--- src/rtl/amb_pkg.sv ---
package amb_pkg;
  localparam int NREG = 9;
  localparam int MAXB = 4;
  localparam int IW   = $clog2(MAXB);
  localparam int RIDW = $clog2(NREG);

  localparam int R_ID = 0, R_REV = 1, R_SUB = 2, R_SCR = 3, R_CFG = 4,
                 R_LIM = 5, R_STAT = 6, R_CNT = 7, R_EVT = 8;

  localparam logic [15:0] CHIP_ID  = 16'h4130;
  localparam logic [7:0]  REV_VAL  = 8'h01;
  localparam logic [7:0]  SUB_VAL  = 8'h01;

  typedef enum logic [1:0] {K_RO, K_RW, K_W1C} kind_e;

  typedef struct packed {
    logic            hit;
    logic [RIDW-1:0] rid;
    logic [IW-1:0]   idx;
    logic [IW-1:0]   last;
    logic            wable;
  } dec_t;

  function automatic logic [7:0] reg_base(int i);
    case (i)
      R_ID:   return 8'h00;
      R_REV:  return 8'h02;
      R_SUB:  return 8'h03;
      R_SCR:  return 8'h10;
      R_CFG:  return 8'h20;
      R_LIM:  return 8'h24;
      R_STAT: return 8'h30;
      R_CNT:  return 8'h40;
      default: return 8'h5E;
    endcase
  endfunction

  function automatic int reg_bytes(int i);
    case (i)
      R_REV, R_SUB, R_SCR: return 1;
      R_LIM, R_CNT:        return 4;
      default:             return 2;
    endcase
  endfunction

  function automatic kind_e reg_kind(int i);
    case (i)
      R_SCR, R_CFG, R_LIM: return K_RW;
      R_EVT:               return K_W1C;
      default:             return K_RO;
    endcase
  endfunction
endpackage

--- src/rtl/amb_decode.sv ---
module amb_decode
  import amb_pkg::*;
#(
  parameter int AW = 8
) (
  input  logic [AW-1:0] addr_i,
  output dec_t          dec_o
);
  logic [NREG-1:0] match;
  logic [AW-1:0]   off [NREG];

  for (genvar g = 0; g < NREG; g++) begin : g_match
    assign off[g]   = addr_i - AW'(reg_base(g));
    assign match[g] = (addr_i >= AW'(reg_base(g))) && (off[g] < AW'(reg_bytes(g)));
  end

  always_comb begin
    dec_o = '0;
    for (int i = 0; i < NREG; i++) begin
      if (match[i]) begin
        dec_o.hit   = 1'b1;
        dec_o.rid   = RIDW'(i);
        dec_o.idx   = off[i][IW-1:0];
        dec_o.last  = IW'(reg_bytes(i) - 1);
        dec_o.wable = (reg_kind(i) != K_RO);
      end
    end
  end
endmodule

--- src/rtl/amb_rdsnap.sv ---
module amb_rdsnap #(
  parameter  int DW = 8,
  parameter  int NB = 4,
  localparam int IW = $clog2(NB),
  localparam int HW = DW * (NB - 1)
) (
  input  logic           clk,
  input  logic           rst,
  input  logic           rd_i,
  input  logic           hit_i,
  input  logic [IW-1:0]  idx_i,
  input  logic [IW-1:0]  last_i,
  input  logic [DW*NB-1:0] live_i,
  output logic [DW-1:0]  rdata_o
);
  logic [HW-1:0] hold_q;
  logic [DW-1:0] hold_sel;

  always_comb begin
    hold_sel = '0;
    for (int b = 1; b < NB; b++)
      if (idx_i == IW'(b)) hold_sel = hold_q[DW*(b-1) +: DW];
  end

  always_ff @(posedge clk) begin
    if (rst) begin
      rdata_o <= '0;
      hold_q  <= '0;
    end else if (rd_i) begin
      if (!hit_i) begin
        rdata_o <= '0;
      end else if (idx_i == '0) begin
        rdata_o <= live_i[DW-1:0];
        if (last_i != '0) hold_q <= live_i[DW*NB-1:DW];
      end else begin
        rdata_o <= hold_sel;
      end
    end
  end
endmodule

--- src/rtl/amb_wstage.sv ---
module amb_wstage #(
  parameter  int DW   = 8,
  parameter  int NB   = 4,
  parameter  int RIDW = 4,
  localparam int IW   = $clog2(NB)
) (
  input  logic             clk,
  input  logic             rst,
  input  logic             wr_i,
  input  logic             hit_i,
  input  logic             wable_i,
  input  logic [RIDW-1:0]  rid_i,
  input  logic [IW-1:0]    idx_i,
  input  logic [IW-1:0]    last_i,
  input  logic [DW-1:0]    wdata_i,
  output logic             commit_o,
  output logic [RIDW-1:0]  crid_o,
  output logic [DW*NB-1:0] cval_o
);
  logic [DW*NB-1:0] stg_q;
  logic [RIDW-1:0]  sid_q;
  logic [IW-1:0]    nxt_q;
  logic             act_q;
  logic             wok, first, cont;

  assign wok   = wr_i && hit_i && wable_i;
  assign first = wok && (idx_i == '0);
  assign cont  = wok && (idx_i != '0) && act_q && (sid_q == rid_i) && (nxt_q == idx_i);

  always_comb begin
    commit_o = (first && last_i == '0) || (cont && idx_i == last_i);
    crid_o   = rid_i;
    cval_o   = first ? '0 : stg_q;
    for (int b = 0; b < NB; b++)
      if (idx_i == IW'(b)) cval_o[DW*b +: DW] = wdata_i;
  end

  always_ff @(posedge clk) begin
    if (rst) begin
      stg_q <= '0;
      sid_q <= '0;
      nxt_q <= '0;
      act_q <= 1'b0;
    end else if (first && last_i != '0) begin
      stg_q <= cval_o;
      sid_q <= rid_i;
      nxt_q <= IW'(1);
      act_q <= 1'b1;
    end else if (cont) begin
      if (idx_i == last_i) begin
        act_q <= 1'b0;
      end else begin
        stg_q <= cval_o;
        nxt_q <= nxt_q + IW'(1);
      end
    end
  end
endmodule

--- src/rtl/amb_evt.sv ---
module amb_evt #(
  parameter int EW = 16
) (
  input  logic          clk,
  input  logic          rst,
  input  logic [EW-1:0] evt_i,
  input  logic          clr_i,
  input  logic [EW-1:0] mask_i,
  output logic [EW-1:0] ev_o,
  output logic          irq_o
);
  logic [EW-1:0] ev_nxt;

  assign ev_nxt = (ev_o & ~(clr_i ? mask_i : '0)) | evt_i;

  always_ff @(posedge clk) begin
    if (rst) begin
      ev_o  <= '0;
      irq_o <= 1'b0;
    end else begin
      ev_o  <= ev_nxt;
      irq_o <= |ev_nxt;
    end
  end
endmodule

--- src/rtl/amb_regbank.sv ---
module amb_regbank
  import amb_pkg::*;
#(
  parameter  int AW = 8,
  parameter  int DW = 8,
  localparam int SW = DW * reg_bytes(R_STAT),
  localparam int EW = DW * reg_bytes(R_EVT)
) (
  input  logic          clk,
  input  logic          rst,
  input  logic [AW-1:0] addr_i,
  input  logic [DW-1:0] wdata_i,
  input  logic          wr_i,
  input  logic          rd_i,
  output logic [DW-1:0] rdata_o,
  input  logic [SW-1:0] stat_i,
  input  logic [EW-1:0] evt_i,
  output logic          irq_o
);
  localparam int LW   = DW * MAXB;
  localparam int CFGW = DW * reg_bytes(R_CFG);
  localparam int LIMW = DW * reg_bytes(R_LIM);
  localparam int CW   = DW * reg_bytes(R_CNT);

  dec_t            dec;
  logic [LW-1:0]   live;
  logic            commit;
  logic [RIDW-1:0] crid;
  logic [LW-1:0]   cval;
  logic [EW-1:0]   ev_w;
  logic [DW-1:0]   scr_q;
  logic [CFGW-1:0] cfg_q;
  logic [LIMW-1:0] lim_q;
  logic [CW-1:0]   cnt_q;

  amb_decode #(.AW(AW)) u_dec (.addr_i(addr_i), .dec_o(dec));

  always_comb begin
    case (dec.rid)
      RIDW'(R_ID):   live = LW'(CHIP_ID);
      RIDW'(R_REV):  live = LW'(REV_VAL);
      RIDW'(R_SUB):  live = LW'(SUB_VAL);
      RIDW'(R_SCR):  live = LW'(scr_q);
      RIDW'(R_CFG):  live = LW'(cfg_q);
      RIDW'(R_LIM):  live = LW'(lim_q);
      RIDW'(R_STAT): live = LW'(stat_i);
      RIDW'(R_CNT):  live = LW'(cnt_q);
      RIDW'(R_EVT):  live = LW'(ev_w);
      default:       live = '0;
    endcase
  end

  amb_rdsnap #(.DW(DW), .NB(MAXB)) u_rd (
    .clk(clk), .rst(rst), .rd_i(rd_i), .hit_i(dec.hit),
    .idx_i(dec.idx), .last_i(dec.last), .live_i(live), .rdata_o(rdata_o)
  );

  amb_wstage #(.DW(DW), .NB(MAXB), .RIDW(RIDW)) u_wr (
    .clk(clk), .rst(rst), .wr_i(wr_i), .hit_i(dec.hit), .wable_i(dec.wable),
    .rid_i(dec.rid), .idx_i(dec.idx), .last_i(dec.last), .wdata_i(wdata_i),
    .commit_o(commit), .crid_o(crid), .cval_o(cval)
  );

  amb_evt #(.EW(EW)) u_evt (
    .clk(clk), .rst(rst), .evt_i(evt_i),
    .clr_i(commit && crid == RIDW'(R_EVT)), .mask_i(cval[EW-1:0]),
    .ev_o(ev_w), .irq_o(irq_o)
  );

  always_ff @(posedge clk) begin
    if (rst) begin
      scr_q <= '0;
      cfg_q <= '0;
      lim_q <= '0;
      cnt_q <= '0;
    end else begin
      cnt_q <= cnt_q + CW'(1);
      if (commit && crid == RIDW'(R_SCR)) scr_q <= cval[DW-1:0];
      if (commit && crid == RIDW'(R_CFG)) cfg_q <= cval[CFGW-1:0];
      if (commit && crid == RIDW'(R_LIM)) lim_q <= cval[LIMW-1:0];
    end
  end
endmodule

--- config.mk ---
export PLATFORM = sky130hd
export DESIGN_NAME = amb_regbank
export DESIGN_NICKNAME = d
export VERILOG_FILES = /design/src/rtl/amb_pkg.sv /design/src/rtl/amb_decode.sv /design/src/rtl/amb_rdsnap.sv /design/src/rtl/amb_wstage.sv /design/src/rtl/amb_evt.sv /design/src/rtl/amb_regbank.sv
export SDC_FILE = /design/constraint.sdc
export NUM_CORES = 1
export LEC_CHECK = 0
export BUFFER_PORTS_ARGS = -buffer_cell sky130_fd_sc_hd__buf_2
export CORE_UTILIZATION = 32
export DETAILED_ROUTE_END_ITERATION = 8
export HOLD_SLACK_MARGIN = 0.1
export PLACE_DENSITY = 0.52
export SLEW_MARGIN = 20
export SYNTH_ARGS = -nofsm -noshare
export SYNTH_HDL_FRONTEND = slang
export SYNTH_SLANG_ARGS = --single-unit
--- constraint.sdc ---
create_clock -name clk -period 4 [get_ports clk]
set_clock_uncertainty 0.1 [all_clocks]
set_input_delay 0.2 -clock clk [delete_from_list [all_inputs] [get_ports clk]]
set_output_delay 0.2 -clock clk [all_outputs]
set_load 0.03 [all_outputs]
* After elaboration in Yosys (flattened, before gate mapping)
Cells that the tools add are included.
** Cells by class
- Reductions and logical operators :: 47
- Order comparisons :: 18
- Eq/ne operators :: 15
- Multiplexer cells :: 48
- Add/sub/neg operators :: 19
- Bitwise operators :: 4
** Operator list (count)
- 32-bit one-hot mux with 8 select lines :: 1
- 32-bit two-way mux :: 4
- 10-bit two-way mux :: 9
- 8-bit two-way mux :: 9
- 2-bit two-way mux :: 18
- 32-bit by 1-bit adder with 32-bit output (second input constant) :: 1
- 8-bit by 2-bit < comparator with 1-bit output (second input constant) :: 4
- 2-bit nonzero test :: 13
- 8-bit by 6-bit >= comparator with 1-bit output (second input constant) :: 3
- 8-bit by 1-bit < comparator with 1-bit output (second input constant) :: 3
- 8-bit by 6-bit subtractor with 8-bit output (second input constant) :: 3
- 1-bit logical AND :: 23
- 2-bit subtractor (second input constant) :: 9
- 16-bit AND :: 1
- 4-bit by 3-bit == test with 1-bit output (second input constant) :: 4
- 8-bit by 2-bit >= comparator with 1-bit output (second input constant) :: 2
- 8-bit by 7-bit >= comparator with 1-bit output (second input constant) :: 2
- 8-bit by 3-bit < comparator with 1-bit output (second input constant) :: 2
- 16-bit two-way mux :: 1
- 16-bit inverter :: 1
- 16-bit bitwise OR :: 1
- 16-bit OR reduction :: 1
- 8-bit by 2-bit subtractor with 8-bit output (second input constant) :: 2
- 8-bit by 7-bit subtractor with 8-bit output (second input constant) :: 2
- 20 further kinds :: 32
** Storage, ports and cells
- Register bits after elaboration :: 176
- Word-level logic and storage cells :: 164
- Input bits :: 52

* Longest topological paths before layout
Gate-level depths: netlist (run 1).
- Word-level depth :: 27
- Mapped depth :: 16
- Gate-level depth less buffers :: 13

* Cells and area by module
From an unflattened synthesis (run 1), not the netlist that was laid out.
** Second synthesis, totals
- Cells, all modules :: 1118
- Area, all modules :: 9335.2 um2
** By module, submodules not included
- amb_regbank :: area each 4241.6 um2, cells each 542, times used 1, seq. area each 1761.7 um2
- amb_wstage :: area each 2264.7 um2, cells each 260, times used 1, seq. area each 780.7 um2
- amb_rdsnap :: area each 1565.3 um2, cells each 152, times used 1, seq. area each 640.6 um2
- amb_evt :: area each 648.1 um2, cells each 75, times used 1, seq. area each 340.3 um2
- amb_decode :: area each 615.6 um2, cells each 89, times used 1, seq. area each 0.0 um2

* Worst setup path after synthesis (run 1)
No wires, ideal clock.
- Path type :: input to register
- Start :: input port addr_i[1]
- End :: register u_evt.irq_o
- Required time :: 3767 ps
- Path slack :: 473 ps
- Data arrival time :: 3294 ps
- Library setup time :: 133 ps
- Cell stages on the path :: 14
- Cells stage by stage :: buf_2 -> inv_1 -> ha_1 -> a2111oi_0 -> o2111a_1 -> buf_2 -> xor2_1 -> a2111oi_4 -> nand4_2 -> or3_1 -> o41a_1 -> nor4_1 -> and4_1 -> a31oi_1
** On the way
- Longest elaborated chain between the ends :: 25
- Elaborated cells between the ends (all ways) :: 71
- Classes of those cells :: add/sub: 8; order compare: 18; eq/ne: 5; mux: 13; bitwise: 3; reduce/logical: 24
** Ends and longest elaborated chain
- from (decl) :: line amb_regbank.sv:11 : input logic [AW-1:0] addr_i,
- 8-bit by 2-bit subtractor with 8-bit output (tied with other cells) :: line amb_decode.sv:13 : assign off[g] = addr_i - AW'(reg_base(g));
- 8-bit by 1-bit < comparator with 1-bit output / 1-bit logical AND (equally long branches) :: line amb_decode.sv:14 : assign match[g] = (addr_i >= AW'(reg_base(g))) && (off[g] < AW'(reg_bytes(g)));
- 1-bit logical AND / 10-bit two-way mux (equally long branches) :: line amb_decode.sv:14, amb_decode.sv:20
- 10-bit two-way mux (7 in a row) :: line amb_decode.sv:20 : if (match[i]) begin
- 10-bit two-way mux * :: line amb_decode.sv:20
- 1-bit logical AND (2 in a row) :: line amb_wstage.sv:26 : assign wok = wr_i && hit_i && wable_i;
- 1-bit logical AND (4 in a row) :: line amb_wstage.sv:28 : assign cont = wok && (idx_i != '0) && act_q && (sid_q == rid_i) && (nxt_q == idx_i);
- 1-bit logical AND :: line amb_wstage.sv:31 : commit_o = (first && last_i == '0) || (cont && idx_i == last_i);
- 1-bit logical OR :: line amb_wstage.sv:31
- 1-bit logical AND :: line amb_regbank.sv:66 : .clr_i(commit && crid == RIDW'(R_EVT)), .mask_i(cval[EW-1:0]),
- 16-bit two-way mux * :: line amb_evt.sv:14 : assign ev_nxt = (ev_o & ~(clr_i ? mask_i : '0)) | evt_i;
- 16-bit inverter * :: line amb_evt.sv:14
- 16-bit AND * :: line amb_evt.sv:14
- 16-bit bitwise OR * :: line amb_evt.sv:14
- 16-bit OR reduction * :: line amb_evt.sv:22 : irq_o <= |ev_nxt;
- to (signal assigned) :: line amb_evt.sv:22
- to (decl) :: line amb_evt.sv:10 : output logic irq_o
Every way passes the cells marked *; elsewhere a longest branch is shown, timed or not.
A chain may end at the register's enable or synchronous reset.

* Worst setup path in the final report (run 1)
Ends and elaborated chain as after synthesis.

==> results of run 1 <==
-- path summary, 6_finish.rpt --
path / start / to / slack, ns / cells after the start
setup reg to reg: cnt_q[3] / cnt_q[30] / 0.97 / 11
setup / recovery: addr_i[1] / u_evt.irq_o / 0.46 / 15
hold reg to reg: u_rd.rdata_o[3] / u_rd.rdata_o[3] / 0.37 / 2
hold / removal: wdata_i[4] / scr_q[4] / 0.11 / 3
-- cell usage in the layout (no fill, tap or decap), types with 28 or more instances in the layout --
cell / netlist / routed
buf_4: 0 / 48
mux2i_1: 39 / 39
buf_2: 25 / 59
nor2_1: 163 / 163
nand2_1: 67 / 67
o21ai_0: 43 / 43
dfxtp_1: 176 / 176
a21oi_1: 28 / 28
a22oi_1: 52 / 52
a211oi_1: 68 / 68
-- critical path, stage by stage --
cell and delay (ns):
buf_2 0.14, inv_1 0.09, ha_1 0.22, or2_2 0.28
or4_1 0.47, nand3_1 0.12, a311oi_2 0.19, a2111oi_2 0.47
a311oi_2 0.16, nor4_2 0.40, buf_4 0.28, a31oi_1 0.13
nor4_1 0.27, and4_1 0.24, a31oi_1 0.08
-- cell usage after synthesis, types with 2 or more instances --
library cell	number	area (um^2)
dfxtp_1	176	3520
nor2_1	163	612
a211oi_1	68	510
nand2_1	67	251
a22oi_1	52	390
clkbuf_1	44	165
o21ai_0	43	215
mux2i_1	39	390
a21oi_1	28	140
xor2_1	27	236
buf_2	25	125
o311a_1	22	220
nand3_1	19	95.1
and2_1	17	106
ha_1	14	175
inv_1	13	48.8
nand4_1	12	75.1
and3_1	11	68.8
nor3_1	10	50.1
a222oi_1	9	90.1
nand2b_1	9	56.3
o211ai_1	9	67.6
xnor2_1	8	70.1
nor2b_1	7	43.8
a221oi_1	6	52.6
a31oi_1	6	37.5
and4_1	6	52.6
nor4_1	6	37.5
or3_1	6	37.5
o41a_1	5	56.3
buf_1	4	15.0
a21o_1	3	22.5
a311oi_2	3	45.0
mux2_2	3	33.8
or2_2	3	18.8
a22o_1	2	17.5
buf_6	2	22.5
nor2_2	2	12.5
o21a_1	2	15.0
o2bb2ai_1	2	17.5
o41ai_2	2	32.5
or4_1	2	15.0
-- kinds of logic (layout without fill, tap and decap cells) --
kind of cell    after synthesis  in the layout  synth area share
compound gates              278            278             0.246
xor+xnor                     35             35            0.0359
fa+ha+maj                    14             14            0.0205
buf+inv                      89            177            0.0445
flops                       176            176             0.412
mux                          43             43            0.0509
simple gates                349            349             0.190
-- metal layers --
layer,vias up,GRT usage,part of all wire
met5,-,0,0
met3,15,0.0332,0.044
met1,3543,0.300,0.53
met4,0,0.0413,0.0084
li1,3778,-,-
met2,157,0.283,0.41
-- stage by stage --
stage	instances	power (W)	TNS [ns]
finish	1407	0.00375	0
CTS	1407	0.00378	0
global placement	1355	0.00209	0
global route	1407	0.00387	0
floorplan	984	0.00197	0
detailed placement	1355	0.00209	-0.0209
-- power groups by stage --
stage / registers, W / clock network, W / logic [W]
after floorplan: 0.00182 / 0 / 0.000151
after global placement: 0.00183 / 0 / 0.000267
after detailed placement: 0.00183 / 0 / 0.000266
after CTS: 0.00179 / 0.00171 / 0.000281
after global routing: 0.00179 / 0.00178 / 0.000306
final: 0.00179 / 0.00168 / 0.000281
-- state kept, by name, summed over array words and instances, names as in the netlist --
name / cells
u_wr.nxt_q: 2
u_rd.rdata_o: 8
u_rd.hold_q: 24
scr_q: 8
u_evt.ev_o: 16
u_evt.irq_o: 1
u_wr.stg_q: 32
cnt_q: 32
lim_q: 32
u_wr.sid_q: 4
u_wr.act_q: 1
cfg_q: 16
-- repair_timing --
item                      CTS  global route
hold buffers               20             0
setup buffers               0             0
hold endpoints to repair   31             0
-- cell type report --
class	instances	area share
multi-input combinational	719	0.458
sequential	176	0.346
timing repair buffer	131	0.0920
clock buffer	21	0.0443
tap	335	0.0412
clock inverter	11	0.0129
inverter	14	0.00516
==> out/summary.txt, run 1 <==
outcome: finished with violations
violated checks: DRC
share of layout cells above drive strength 1: 0.154
die footprint: 0.0274 mm^2
Syn. warnings: 0
H-tree depth: 4
Switch Pwr: 0.000924 W
Switching Share: 0.247
Overall Global Routing Usage: 0.196
worst slew pin tran: 1.03 ns
Post-synth EDFFs: 0
setup ws final: 0.458 ns
initial antenna violation count: 0
Post-Route WL: 25800 um
# nets final: 1125
global-route wire length before repair: 40700 um
chip width: 165 um
Final period util: 0.886
Starting DRT DRC Count: 640
Initial Util: 0.327
Critical Path RT: 4.18 ns
Num CTS Buffers: 17
GPL Wtd Cong: 0.807
clk sinks: 176
Unique masters post-synth: 69
Setup-failing EPs final: 0
Root Driver: clkbuf_16
post_cts resized: 0
minimum clock period: 3.54 ns
pre-CTS worst setup slack: -0.0209 ns
Fmax achieved: 0.282 GHz
I/O Pins: 61
dominant synthesized flop cell: dfxtp_1
Reg power frac: 0.477
leakage: 3.78 nW
area growth from synthesis to layout: 19.0%
CTS tree: yes
Port Buf Inserts: 60
Pint: 0.00282 W
Clk network pwr share: 0.447
Crit. End Element: register
DRC errors left: 4
worst vdd ir: 0.207 mV
post-DP HPWL: 18500 um
Max FO, Critical Path: 14
Avg Vias per Cell: 5.33
Cell Area, Synth: 0.00855 mm^2
Slew headroom: 0.315
Critical Path Source Type: input pin
post-synthesis cell count: 984
Die Height: 165 um
Rows: 59
hold slack: 0.110 ns
Pwr Density: 368 mW/mm^2
Post-synth ARST share: 0
Placed Area: 0.00939 mm^2
CTS max path bufs: 2
WL/cell: 18.4 um
part of the power in combinational logic: 0.075
sequential-to-total area share from yosys stat: 0.412
number of global-route vias before repair: 6923
WS Path Type: input pin to register
worst min-delay path class: input pin to register
post-layout util: 0.389
Reg area: 0.00352 mm^2
vias: 7493
Fillers: 2688
final instance area: 0.0102 mm^2
Clock Latency Late Sink: 0.43 ns
largest net degree at the start of global routing: 74
RSZ-0062 raised after global routing: false
antenna cells: 0
Arrival @ worst endpoint: 3.72 ns
clock transition at the registers of the reported paths: 0.07 ns
max cap viols: 0
Slew Viols, Final: 0
multi-input logic area: 0.00466 mm^2
Avg Inst Size Synth: 8.69 um^2
Pre-Repair DR Iteration Count: 9
GRT overflow: 0
Final Hold Viols: 0
Routed Antenna Nets: 0
core area: 0.0261 mm^2
Yosys reg bits: 176
Net Count, Synth: 1050
No activity file was read; power rests on OpenSTA's default activity.
==> inputs of run 2 (changes only) <==
- RECOVER_POWER: default -> 25
==> run 2 against run 1 <==
Compared with the run above:
- the flow finishes with violations (DRC, capacitance limit, slew limit)
- count of clock-buffer cells in the layout unchanged
- maximum frequency is 2.9% lower
- total power about the same
- design area down 0.29%
- routed wire length up 0.31%
- combinational power hardly changed
- clock power is essentially flat
- die area is the same
- worst setup slack got worse by 0.11 ns
==> out/summary.txt, run 2 (synthesis gave the netlist of run 1 again) <==
DRC errors left: 4
core area: 0.0261 mm^2
# nets final: 1125
worst vdd ir: 0.207 mV
Setup TNS: 0 ns
r2r setup slk: 0.92 ns
antenna cells: 0
top layer in use: met4
Fmax achieved: 0.274 GHz
Crit. End Element: register
violated checks: DRC, capacitance limit, slew limit
Avg Vias per Cell: 5.35
minimum clock period: 3.65 ns
Num CTS Buffers: 17
WL/cell: 18.4 um
Root Driver: clkbuf_16
Routed Antenna Nets: 0
Rows: 59
commonest cells after routing, fill and taps aside: dfxtp_1 (176), nor2_1 (164), a211oi_1 (68), nand2_1 (67), a22oi_1 (52)
Post-CTS Repair Setup Buffers: 0
chip width: 165 um
Hold Crit Endpoint: scr_q[4]
H-tree depth: 4
Critical Path RT: 4.14 ns
Critical Path Source Type: input pin
worst slew pin tran: 1.66 ns
Slew headroom: -0.104
wire length on met3: 1120 um
Die Height: 165 um
setup ws final: 0.351 ns
Clock Latency Late Sink: 0.43 ns
post-placement cell count: 1355
Port Buf Inserts: 60
Final Hold Viols: 0
share of layout cells above drive strength 1: 0.142
CTS max path bufs: 2
post-layout util: 0.388
post-DP HPWL: 18500 um
post_cts resized: 0
hold slack: 0.109 ns
I/O Pins: 61
clk sinks: 176
max cap viols: 2
CTS tree: yes
outcome: finished with violations
top flop regs: cnt_q x32, lim_q x32, u_wr.stg_q x32
Finished Layout Cells: 1407
die footprint: 0.0274 mm^2
number of global-route vias before repair: 6923
Final period util: 0.912
pre-CTS worst setup slack: -0.0209 ns
most common cell after layout, fill and taps aside: dfxtp_1
GRT overflow: 0
Starting DRT DRC Count: 659
clock transition at the registers of the reported paths: 0.07 ns
FF-to-FF Start: u_wr.nxt_q[0]
RSZ-0062 raised after global routing: false
global-route wire length before repair: 40700 um
largest net degree at the start of global routing: 74
M1 WL: 13900 um
Post-Route WL: 25900 um
Setup-failing EPs final: 0
WL met2: 10700 um
worst reg2reg path depth: 9
leakage: 3.73 nW
Initial Util: 0.327
worst min-delay path class: input pin to register
Arrival @ worst endpoint: 3.79 ns
Pre-Repair DR Iteration Count: 9
hold wc startpoint: wdata_i[4]
initial antenna violation count: 0
hold path cells: 3
area growth from synthesis to layout: 18.7%
Worst R2R End: u_evt.irq_o
vias: 7521
Overall Global Routing Usage: 0.196
Max FO, Critical Path: 14
WS Path Type: input pin to register
Slew Viols, Final: 144
Pwr Density: 369 mW/mm^2
GPL Wtd Cong: 0.807
run 2: changes by cell type in the layout (fill, tap and decap cells not counted), moves of 2 or more:
cell / change
clkbuf_1: +10
buf_2: -9
buf_4: -3
and2_0: +2
and2_1: -2
clkbuf_2: +2
run 2: how the worst max path moves through the flow:
stage                          from          end  slack, ns  cells past startpoint
final                     addr_i[1]  u_evt.irq_o       0.35                     14
after global routing      addr_i[5]  u_evt.irq_o       0.13                     17
after CTS                 addr_i[1]  u_evt.irq_o       0.42                     15
after detailed placement  addr_i[1]  u_evt.irq_o      -0.02                     15
after global placement    addr_i[1]  u_evt.irq_o       0.02                     15
after floorplan           addr_i[1]  u_evt.irq_o       0.47                     14
run 2: repair_timing:
| action | in CTS | in global routing |
|---|---|---|
| hold buffers | 20 | 0 |
| setup endpoints to repair | 0 | 0 |
| endpoints found under the hold margin | 31 | 0 |
run 2: metrics by stage:
stage | cell area [um^2] | power (W)
detailed placement | 9390 | 0.00209
floorplan | 8550 | 0.00197
global placement | 9390 | 0.00209
finish | 10100 | 0.00374
global route | 10100 | 0.00387
CTS | 10200 | 0.00378
run 2: per-layer routing:
layer,GRT usage,vias up
met3,0.0332,17
li1,-,3784
met1,0.300,3569
met2,0.283,151
met5,0,-
met4,0.0413,0
run 2: power by group:
group	switching, W	internal, W	leakage (nW)	total, W
Sequential	0.0000192	0.00177	1.42	0.00179
Clock	0.000733	0.000945	0.268	0.00168
Combinational	0.000173	0.000106	2.04	0.000279
run 2: critical path: stages:
cell and delay [ns]:
buf_2 0.14, buf_4 0.18, or4_1 0.58, nor3_4 0.37
a211o_1 0.25, nor2_1 0.09, a2111oi_2 0.39, a311oi_2 0.16
nor4_2 0.42, buf_4 0.28, a31oi_1 0.12, nor4_1 0.26
and4_1 0.24, a31oi_1 0.09
run 2: cell type report:
class	instances	area [um^2]
multi-input combinational	719	4650
inverter	14	52.6
clock buffer	21	450
tap	335	419
clock inverter	11	131
fill	2694	16000
timing repair buffer	131	916
sequential	176	3520
